### config.mk
export PLATFORM = sky130hd
export DESIGN_NAME = status_frame_gen
export DESIGN_NICKNAME = d
export VERILOG_FILES = /design/src/rtl/sfg_pkg.sv /design/src/rtl/sfg_capture.sv /design/src/rtl/sfg_seq.sv /design/src/rtl/sfg_byte_mux.sv /design/src/rtl/status_frame_gen.sv
export SDC_FILE = /design/constraint.sdc
export NUM_CORES = 1
export LEC_CHECK = 0
export ABC_AREA = 0
export BUFFER_PORTS_ARGS = -buffer_cell sky130_fd_sc_hd__buf_2
export CORE_UTILIZATION = 40
export CTS_CLUSTER_SIZE = 24
export DETAILED_ROUTE_END_ITERATION = 8
export GPL_TIMING_DRIVEN = 0
export PLACE_DENSITY = 0.54
export SYNTH_ARGS = -nofsm -noshare
export SYNTH_HDL_FRONTEND = slang
export SYNTH_SLANG_ARGS = --single-unit
### constraint.sdc
create_clock -name clk -period 23.7 [get_ports clk]
set_input_delay 0 -clock clk [delete_from_list [all_inputs] [get_ports clk]]
set_output_delay 0 -clock clk [all_outputs]
set_load 0.02 [all_outputs]
### src/rtl/sfg_pkg.sv
package sfg_pkg;
  localparam logic [7:0] STATUS_ID = 8'h53;
  localparam int HDR_BYTES = 14;

  function automatic logic [7:0] word_hi(input logic [15:0] w);
    return w[15:8];
  endfunction

  function automatic logic [7:0] word_lo(input logic [15:0] w);
    return w[7:0];
  endfunction
endpackage

### src/rtl/sfg_capture.sv
module sfg_capture #(
  parameter int TEMP_W = 10,
  parameter int ADC_W  = 12,
  parameter int N_ADC  = 8
) (
  input  logic                   clk,
  input  logic                   rst,
  input  logic                   load,
  input  logic [7:0]             loc_in,
  input  logic [47:0]            dst_in,
  input  logic [47:0]            src_in,
  input  logic [TEMP_W-1:0]      temp_in,
  input  logic [N_ADC*ADC_W-1:0] adc_in,
  output logic [7:0]             loc_q,
  output logic [47:0]            dst_q,
  output logic [47:0]            src_q,
  output logic [TEMP_W-1:0]      temp_q,
  output logic [N_ADC*ADC_W-1:0] adc_q
);
  always_ff @(posedge clk) begin
    if (rst) begin
      loc_q  <= '0;
      dst_q  <= '0;
      src_q  <= '0;
      temp_q <= '0;
      adc_q  <= '0;
    end else if (load) begin
      loc_q  <= loc_in;
      dst_q  <= dst_in;
      src_q  <= src_in;
      temp_q <= temp_in;
      adc_q  <= adc_in;
    end
  end
endmodule

### src/rtl/sfg_seq.sv
module sfg_seq #(
  parameter int FRAME_LEN = 61,
  localparam int IDX_W = $clog2(FRAME_LEN)
) (
  input  logic             clk,
  input  logic             rst,
  input  logic             trigger,
  input  logic             tready,
  output logic             tvalid,
  output logic             tlast,
  output logic [IDX_W-1:0] idx,
  output logic             frame_start,
  output logic             beat_fire,
  output logic             frame_done
);
  localparam logic [IDX_W-1:0] LAST_IDX = IDX_W'(FRAME_LEN - 1);

  logic busy;

  assign frame_start = !busy && trigger;
  assign beat_fire   = busy && tready;
  assign frame_done  = beat_fire && (idx == LAST_IDX);
  assign tvalid      = busy;
  assign tlast       = busy && (idx == LAST_IDX);

  always_ff @(posedge clk) begin
    if (rst) begin
      busy <= 1'b0;
      idx  <= '0;
    end else if (frame_start) begin
      busy <= 1'b1;
      idx  <= '0;
    end else if (beat_fire) begin
      if (frame_done) busy <= 1'b0;
      else            idx  <= idx + 1'b1;
    end
  end

  // reset leaves the stream idle
  a_r11_reset_idle: assert property (@(posedge clk) rst |=> !tvalid);
  // a stalled beat is not advanced
  a_r10_stall_hold: assert property (@(posedge clk) disable iff (rst)
    tvalid && !tready |=> tvalid && $stable(idx));
  // stream drops after the final beat is taken
  a_r7_end_of_frame: assert property (@(posedge clk) disable iff (rst)
    frame_done |=> !tvalid);
  // a beat inside a frame never sends the index back to the start
  a_r9_no_restart: assert property (@(posedge clk) disable iff (rst)
    beat_fire && !frame_done |=> tvalid && idx != '0);
endmodule

### src/rtl/sfg_byte_mux.sv
module sfg_byte_mux
  import sfg_pkg::*;
#(
  parameter int TEMP_W   = 10,
  parameter int ADC_W    = 12,
  parameter int N_ADC    = 8,
  parameter int PAY_LEN  = 47,
  parameter int REPEATS  = 2,
  parameter int IDX_W    = 6
) (
  input  logic [IDX_W-1:0]       idx,
  input  logic [7:0]             loc_q,
  input  logic [47:0]            dst_q,
  input  logic [47:0]            src_q,
  input  logic [TEMP_W-1:0]      temp_q,
  input  logic [N_ADC*ADC_W-1:0] adc_q,
  output logic [7:0]             byte_out
);
  localparam int BLK_LEN = 2 + 2 * N_ADC;
  localparam logic [15:0] LEN16 = 16'(PAY_LEN);

  function automatic logic [7:0] pick(input int i);
    int p, q, pass, r, ch;
    logic [15:0] w;
    if (i < 6)  return dst_q[8*(5-i) +: 8];
    if (i < 12) return src_q[8*(11-i) +: 8];
    if (i == 12) return word_hi(LEN16);
    if (i == 13) return word_lo(LEN16);
    p = i - HDR_BYTES;
    if (p == 0) return loc_q;
    if (p == 1) return STATUS_ID;
    if (p >= PAY_LEN) return 8'h00;
    q    = p - 2;
    pass = q / BLK_LEN;
    r    = q % BLK_LEN;
    if (pass >= REPEATS) return 8'h00;
    if (r < 2) begin
      w = 16'(temp_q);
    end else begin
      ch = N_ADC - 1 - (r - 2) / 2;
      w  = 16'(adc_q[ch*ADC_W +: ADC_W]);
    end
    return (r % 2 == 0) ? word_hi(w) : word_lo(w);
  endfunction

  always_comb byte_out = pick(int'(idx));
endmodule

### src/rtl/status_frame_gen.sv
module status_frame_gen
  import sfg_pkg::*;
#(
  parameter int TEMP_W  = 10,
  parameter int ADC_W   = 12,
  parameter int N_ADC   = 8,
  parameter int PAY_LEN = 47,
  parameter int REPEATS = 2,
  localparam int FRAME_LEN = HDR_BYTES + PAY_LEN,
  localparam int IDX_W = $clog2(FRAME_LEN)
) (
  input  logic                   clk,
  input  logic                   rst,
  input  logic                   trigger,
  input  logic [7:0]             location,
  input  logic [47:0]            dst_mac,
  input  logic [47:0]            src_mac,
  input  logic [TEMP_W-1:0]      temp,
  input  logic [N_ADC*ADC_W-1:0] adc,
  output logic [7:0]             m_tdata,
  output logic                   m_tvalid,
  input  logic                   m_tready,
  output logic                   m_tlast
);
  logic [IDX_W-1:0]       idx;
  logic                   frame_start, beat_fire, frame_done;
  logic [7:0]             loc_q;
  logic [47:0]            dst_q, src_q;
  logic [TEMP_W-1:0]      temp_q;
  logic [N_ADC*ADC_W-1:0] adc_q;

  sfg_seq #(.FRAME_LEN(FRAME_LEN)) seq_i (
    .clk(clk), .rst(rst), .trigger(trigger), .tready(m_tready),
    .tvalid(m_tvalid), .tlast(m_tlast), .idx(idx),
    .frame_start(frame_start), .beat_fire(beat_fire), .frame_done(frame_done)
  );

  sfg_capture #(.TEMP_W(TEMP_W), .ADC_W(ADC_W), .N_ADC(N_ADC)) cap_i (
    .clk(clk), .rst(rst), .load(frame_start),
    .loc_in(location), .dst_in(dst_mac), .src_in(src_mac),
    .temp_in(temp), .adc_in(adc),
    .loc_q(loc_q), .dst_q(dst_q), .src_q(src_q), .temp_q(temp_q), .adc_q(adc_q)
  );

  sfg_byte_mux #(.TEMP_W(TEMP_W), .ADC_W(ADC_W), .N_ADC(N_ADC),
                 .PAY_LEN(PAY_LEN), .REPEATS(REPEATS), .IDX_W(IDX_W)) mux_i (
    .idx(idx), .loc_q(loc_q), .dst_q(dst_q), .src_q(src_q),
    .temp_q(temp_q), .adc_q(adc_q), .byte_out(m_tdata)
  );

  // stalled byte stays on the bus
  a_r10_data_stable: assert property (@(posedge clk) disable iff (rst)
    m_tvalid && !m_tready |=> $stable(m_tdata) && $stable(m_tlast));
  // captured readings do not move during a frame
  a_r8_coherent: assert property (@(posedge clk) disable iff (rst)
    m_tvalid && $past(m_tvalid) |-> $stable(temp_q) && $stable(adc_q));
  // identifier byte in its slot
  a_r3_status_id: assert property (@(posedge clk) disable iff (rst)
    m_tvalid && idx == IDX_W'(HDR_BYTES + 1) |-> m_tdata == STATUS_ID);
  // low length byte
  a_r2_length_lo: assert property (@(posedge clk) disable iff (rst)
    m_tvalid && idx == IDX_W'(13) |-> m_tdata == 8'(PAY_LEN));
endmodule

==> results of run 1 <==
[through the flow]
| stage | hold WS [ns] | TNS [ns] | power, uW |
|---|---|---|---|
| after floorplan | 0.136 | 0 | 1710 |
| after global placement | 0.245 | -19.53 | 2180 |
| after detailed placement | 0.248 | -20.08 | 2200 |
| after CTS | 0.0390 | 0 | 2590 |
| after global routing | 0.0698 | -0.291 | 2840 |
| final | 0.0546 | 0 | 2690 |
[final cells by class]
class,instances,area (sq um)
clock inverter,4,47.5
clock buffer,33,622
timing repair buffer,456,3400
buffer,155,706
fill,4402,21700
sequential,217,4350
multi-input combinational,1982,13800
tap,600,751
inverter,30,116
[cells in the mapped netlist (all sizes together), types with 17 or more instances]
| cell | count |
|---|---|
| a211oi | 35 |
| a21o | 25 |
| a21oi | 304 |
| a22oi | 22 |
| a31oi | 33 |
| and2 | 23 |
| and3 | 19 |
| buf | 43 |
| clkbuf | 117 |
| dfxtp | 217 |
| ha | 41 |
| inv | 28 |
| mux2 | 44 |
| mux2i | 55 |
| mux4 | 59 |
| nand2 | 549 |
| nand2b | 17 |
| nand3 | 58 |
| nand4 | 17 |
| nor2 | 116 |
| nor3 | 47 |
| o211ai | 26 |
| o21ai | 78 |
| o22ai | 19 |
| xnor2 | 62 |
| xor2 | 29 |
[power by group]
| group | switching, uW | internal, uW |
|---|---|---|
| Clock | 148 | 182 |
| Sequential | 18.0 | 387 |
| Combinational | 1200 | 753 |
| Total | 1370 | 1320 |
[metal layers]
layer	GRT usage	part of all wire	routed length (microns)
met1	0.355	0.44	29400
met2	0.484	0.49	32900
met3	0.0191	0.043	2870
met4	0.0866	0.031	2080
met5	0	0	0
[tightest hold or removal path, cell delays in order]
cell	delay, ns
clkbuf_1	0.15
clkbuf_1	0.26
nor2_1	0.14
[kinds of logic (layout without fill, tap and decap cells)]
kind of cell / Yosys count / count (layout) / share of synthesized area
AO/OA/AOI/OAI: 750 / 750 / 0.283
XOR/XNOR: 92 / 92 / 0.0457
adder cells (fa/ha/maj): 46 / 46 / 0.0317
buffers and inverters: 190 / 678 / 0.0440
flip-flops: 217 / 217 / 0.236
multiplexers: 158 / 158 / 0.131
AND/OR/NAND/NOR: 936 / 936 / 0.229
[state kept, by name (all words and copies together), names as in the netlist]
signal / flops
seq_i.idx: 6
cap_i.src_q: 48
seq_i.tvalid: 1
cap_i.dst_q: 48
cap_i.loc_q: 8
cap_i.temp_q: 10
cap_i.adc_q: 96
[what timing repair did]
item                       in CTS  in global routing
gates resized for setup        37                 78
hold endpoints to repair      211                  0
pin swaps                       3                 19
setup endpoints to repair       8                  8
buffers inserted                4                 19
hold buffers                  211                  0
[final timing paths]
path | start | to | slack (ns) | cells past startpoint
worst max-delay path | seq_i.idx[2] | m_tdata[3] | 0.94 | 91
worst max register to register | seq_i.idx[0] | seq_i.idx[5] | 19.76 | 9
worst min register to register | cap_i.src_q[19] | cap_i.src_q[19] | 0.45 | 2
worst min-delay path | rst | seq_i.tvalid | 0.05 | 3
==> reports/qor.yml, run 1 <==
outcome:
  outcome: "finished, final reports clean"
critical_path:
  required_ns: 23.70
  cp_slowest_stage_delay_ns: 0.55
  cp_top_family: "compound AO/OA/AOI/OAI gates"
  worstPathArrival_ns: 22.76
  path_class: "register to output pin"
  crit_buf_inv: 13
  end_kind: "output pin"
  path_common_cell: "ha_1"
  cp_max_fo: 10
  crit_path_top_delay_cell: "or4b_1"
  cp-start-kind: "register"
finish:
  fin_cells: 3477
  final_cell_mix: "nand2_1 (549), a21oi_1 (294), buf_2 (243)"
  synthToLayoutAreaGrowth_pct: 29.0
  fin_util: 0.523
  stdcell_area_sq_mm: 0.0238
  antennaDiodeCount: 0
  drive_gt1_frac: 0.197
  final_common_cell: "nand2_1"
  fin_nets: 3121
global_route:
  grt-ovfl-total: 0
  antenna_found_initial: 0
  grt_usage: 0.274
  grt_pass1_vias: 19900
  grt_max_degree: 15
  grt_pass1_wl_microns: 105000
synth:
  ys_warn_count: 0
  synthArstFlopShare: 0
  syn_area_sq_mm: 0.0184
  synthFlopType: "dfxtp_1"
  synth-seq-area-share: 0.236
  postSynthAreaPerCell_sq_um: 7.72
  ys_seq_elements: 217
  syn_inst: 2389
  synthesis.nets: 2646
  synth_edf_count: 0
  synth_area_leaders: "dfxtp_1 (24%), nand2_1 (11%), a21oi_1 (8.1%), mux4_2 (7.2%), xnor2_1 (2.8%)"
  synth_cell_types: 130
  synth_top_area_cell: "dfxtp_1"
  synth_top_area_frac: 0.236
clock_network:
  path_clk_slew_ns: 0.06
  cts-htree-levels: 1
  cts_buffers: 22
  cts_tree: "built"
  clock_latency_ns: 0.54
  cts_sinks: 217
  clk_path_buf_depth: 3
  root_buffer: "clkbuf_16"
drt:
  wl_per_cell_microns: 19.3
  vias: 20500
  drt_iter0_markers: 1615
  final_antenna_net_count: 0
  vias_per_cell: 5.90
  drc: 0
  totalWireLength_microns: 67200
  dr.pass1.iters: 6
timing:
  max_freq_ghz: 0.0439
  final_hold_viol_count: 0
  worst-slew-pin-transition_ns: 0.993
  maxSlewViolCount: 0
  skew_ns: 0.0104
  setup_viol: 0
  maxSlewHeadroom: 0.333
  worst_slack_ns: 0.937
  min_period_ns: 22.76
  finalCritPeriodShare: 0.960
placement:
  port_buffers: 222
  hpwl_microns: 50000
  postPlaceCellArea_sq_mm: 0.0203
  dp_worst_setup_slack_ns: -2.77
  placed_cells: 3211
  gp_congestion: 0.913
floorplan:
  die-area_sq_mm: 0.0470
  core_sq_mm: 0.0455
  die-height_microns: 217
  die_x_microns: 217
  pin_count: 224
  start_util: 0.406
  rows: 78
job:
  maxCapViolCount: 0
worst_hold_path:
  min_path_type: "primary input to register"
power_and_ir_drop:
  ir_drop_mv: 0.187
  p_leak_uw: 0.00936
  p_per_area_mw_per_mm2: 113
Power figures use the tool's default switching activity.
==> run 2: changes to the inputs <==
Settings changed: ABC_CLOCK_PERIOD_IN_PS set to 23700, PLACE_DENSITY 0.54 to unset, PLACE_DENSITY_LB_ADDON set to 0.08.
==> run 2 against run 1 <==
Compared with the run above:
- fmax up 0.64%
- die area unchanged
- sequential share of layout area down 0.085 points
- final cell count up 0.20%
- flip-flop and latch count unchanged
- worst hold slack worse by 0.020 ns
- clock power up 3%
==> reports/qor.yml, run 2 (synthesis gave the netlist of run 1 again) <==
global_route:
  grt_pass1_wl_microns: 105000
  grt_pass1_vias: 19900
  grt_usage: 0.274
  grt_max_degree: 15
  antenna_found_initial: 1
  grt-ovfl-total: 0
drt:
  vias_per_cell: 5.88
  final_antenna_net_count: 0
  drt_iter0_markers: 1483
  vias: 20500
  dr.pass1.iters: 6
  wl_per_cell_microns: 19.2
  totalWireLength_microns: 66700
  drc: 0
floorplan:
  die-height_microns: 217
  pin_count: 224
  die-area_sq_mm: 0.0470
  start_util: 0.406
  rows: 78
  core_sq_mm: 0.0455
  die_x_microns: 217
power_and_ir_drop:
  ir_drop_mv: 0.294
  p_leak_uw: 0.00939
  p_per_area_mw_per_mm2: 110
  total_power_uw: 2630
clock_network:
  root_buffer: "clkbuf_16"
  clock_latency_ns: 0.54
  path_clk_slew_ns: 0.07
  cts_sinks: 217
  clk_path_buf_depth: 3
  cts_buffers: 22
  cts_tree: "built"
  cts-htree-levels: 1
finish:
  drive_gt1_frac: 0.201
  largest_register_ffs: 96
  fin_nets: 3127
  top_regs: "cap_i.adc_q: 96 flops, cap_i.dst_q: 48 flops, cap_i.src_q: 48 flops"
  top_register: "cap_i.adc_q"
  fillers: 4396
  synthToLayoutAreaGrowth_pct: 29.5
  final_cell_mix: "nand2_1 (548), a21oi_1 (293), buf_2 (244)"
  final_common_cell: "nand2_1"
timing:
  max_freq_ghz: 0.0442
  skew_ns: 0.0122
  final_hold_viol_count: 0
  finalCritPeriodShare: 0.954
  worst-slew-pin-transition_ns: 0.986
  worst_slack_ns: 1.08
  setup_viol: 0
  min_period_ns: 22.62
  maxSlewViolCount: 0
  maxSlewHeadroom: 0.338
critical_path:
  cp_slowest_stage_delay_ns: 0.55
  cp-start-kind: "register"
  required_ns: 23.70
  end_kind: "output pin"
  cp_max_fo: 10
  crit_path_top_delay_cell: "or4b_1"
  worstPathArrival_ns: 22.62
  path_class: "register to output pin"
worst_hold_path:
  min_path_type: "primary input to register"
placement:
  hpwl_microns: 49700
  gp_congestion: 0.915
  port_buffers: 222
  dp_worst_setup_slack_ns: -2.67
job:
  maxCapViolCount: 0
outcome:
  outcome: "finished, final reports clean"
## run 2: where the power goes
| group | switching (uW) | internal, uW | total [uW] |
|---|---|---|---|
| Clock | 153 | 188 | 341 |
| Sequential | 18.2 | 387 | 405 |
| Combinational | 1180 | 708 | 1890 |
| Total | 1350 | 1280 | 2630 |
## run 2: layer usage
metal,vias to the layer above,global-route usage,part of all wire
met5,-,0,0
met4,0,0.0951,0.034
met3,147,0.0235,0.046
met2,680,0.481,0.49
met1,9843,0.352,0.43
li1,9824,-,-
## run 2: layout make-up
type                    instances  area (sq um)  share of cell area
plain buffers                 155           709              0.0297
multi-input cells            1982         13800               0.579
inverters                      30           113             0.00471
diodes                          1          2.50            0.000105
repair buffers                462          3450               0.145
clock buffers                  27           589              0.0247
flip-flops and latches        217          4350               0.182
well taps                     600           751              0.0314
clock inverters                10          93.8             0.00393
## run 2: repair_timing
item | CTS | global route
gates cloned | 0 | 0
buffers inserted | 1 | 28
hold buffers | 211 | 0
hold endpoints to repair | 211 | 0
pin swaps | 2 | 23
gates resized for setup | 43 | 73
endpoints found under the setup margin | 8 | 8
## run 2: worst paths after layout
kind	start	end	slack (ns)	cells past startpoint
hold reg to reg	cap_i.dst_q[24]	cap_i.dst_q[24]	0.45	2
setup / recovery	seq_i.idx[2]	m_tdata[3]	1.08	95
setup reg to reg	seq_i.idx[0]	seq_i.idx[5]	19.81	9
hold / removal	rst	seq_i.tvalid	0.03	3
## run 2: worst max-delay path: cells and delay by family, from the launching register on
kind                     cells  cell delay [ns]
buffers and inverters       17             2.45
AO/OA/AOI/OAI               33             8.17
adder cells (fa/ha/maj)     11             2.80
XOR/XNOR                     7             1.21
multiplexers                 2             0.54
AND/OR/NAND/NOR             25             6.49
flip-flops                   1             0.37
## run 2: through the flow
stage	hold WS, ns	cells	cell area, sq um	util	TNS (ns)
3_3_place_gp	0.242	3211	20300	0.447	-19.26
2_1_floorplan	0.136	2389	18400	-	0
6_report	0.0350	3484	23900	0.525	0
3_5_place_dp	0.249	3211	20300	0.447	-19.17
4_1_cts	0.0160	3458	23300	0.512	0
5_1_grt	0.0843	3484	23900	0.525	-0.168
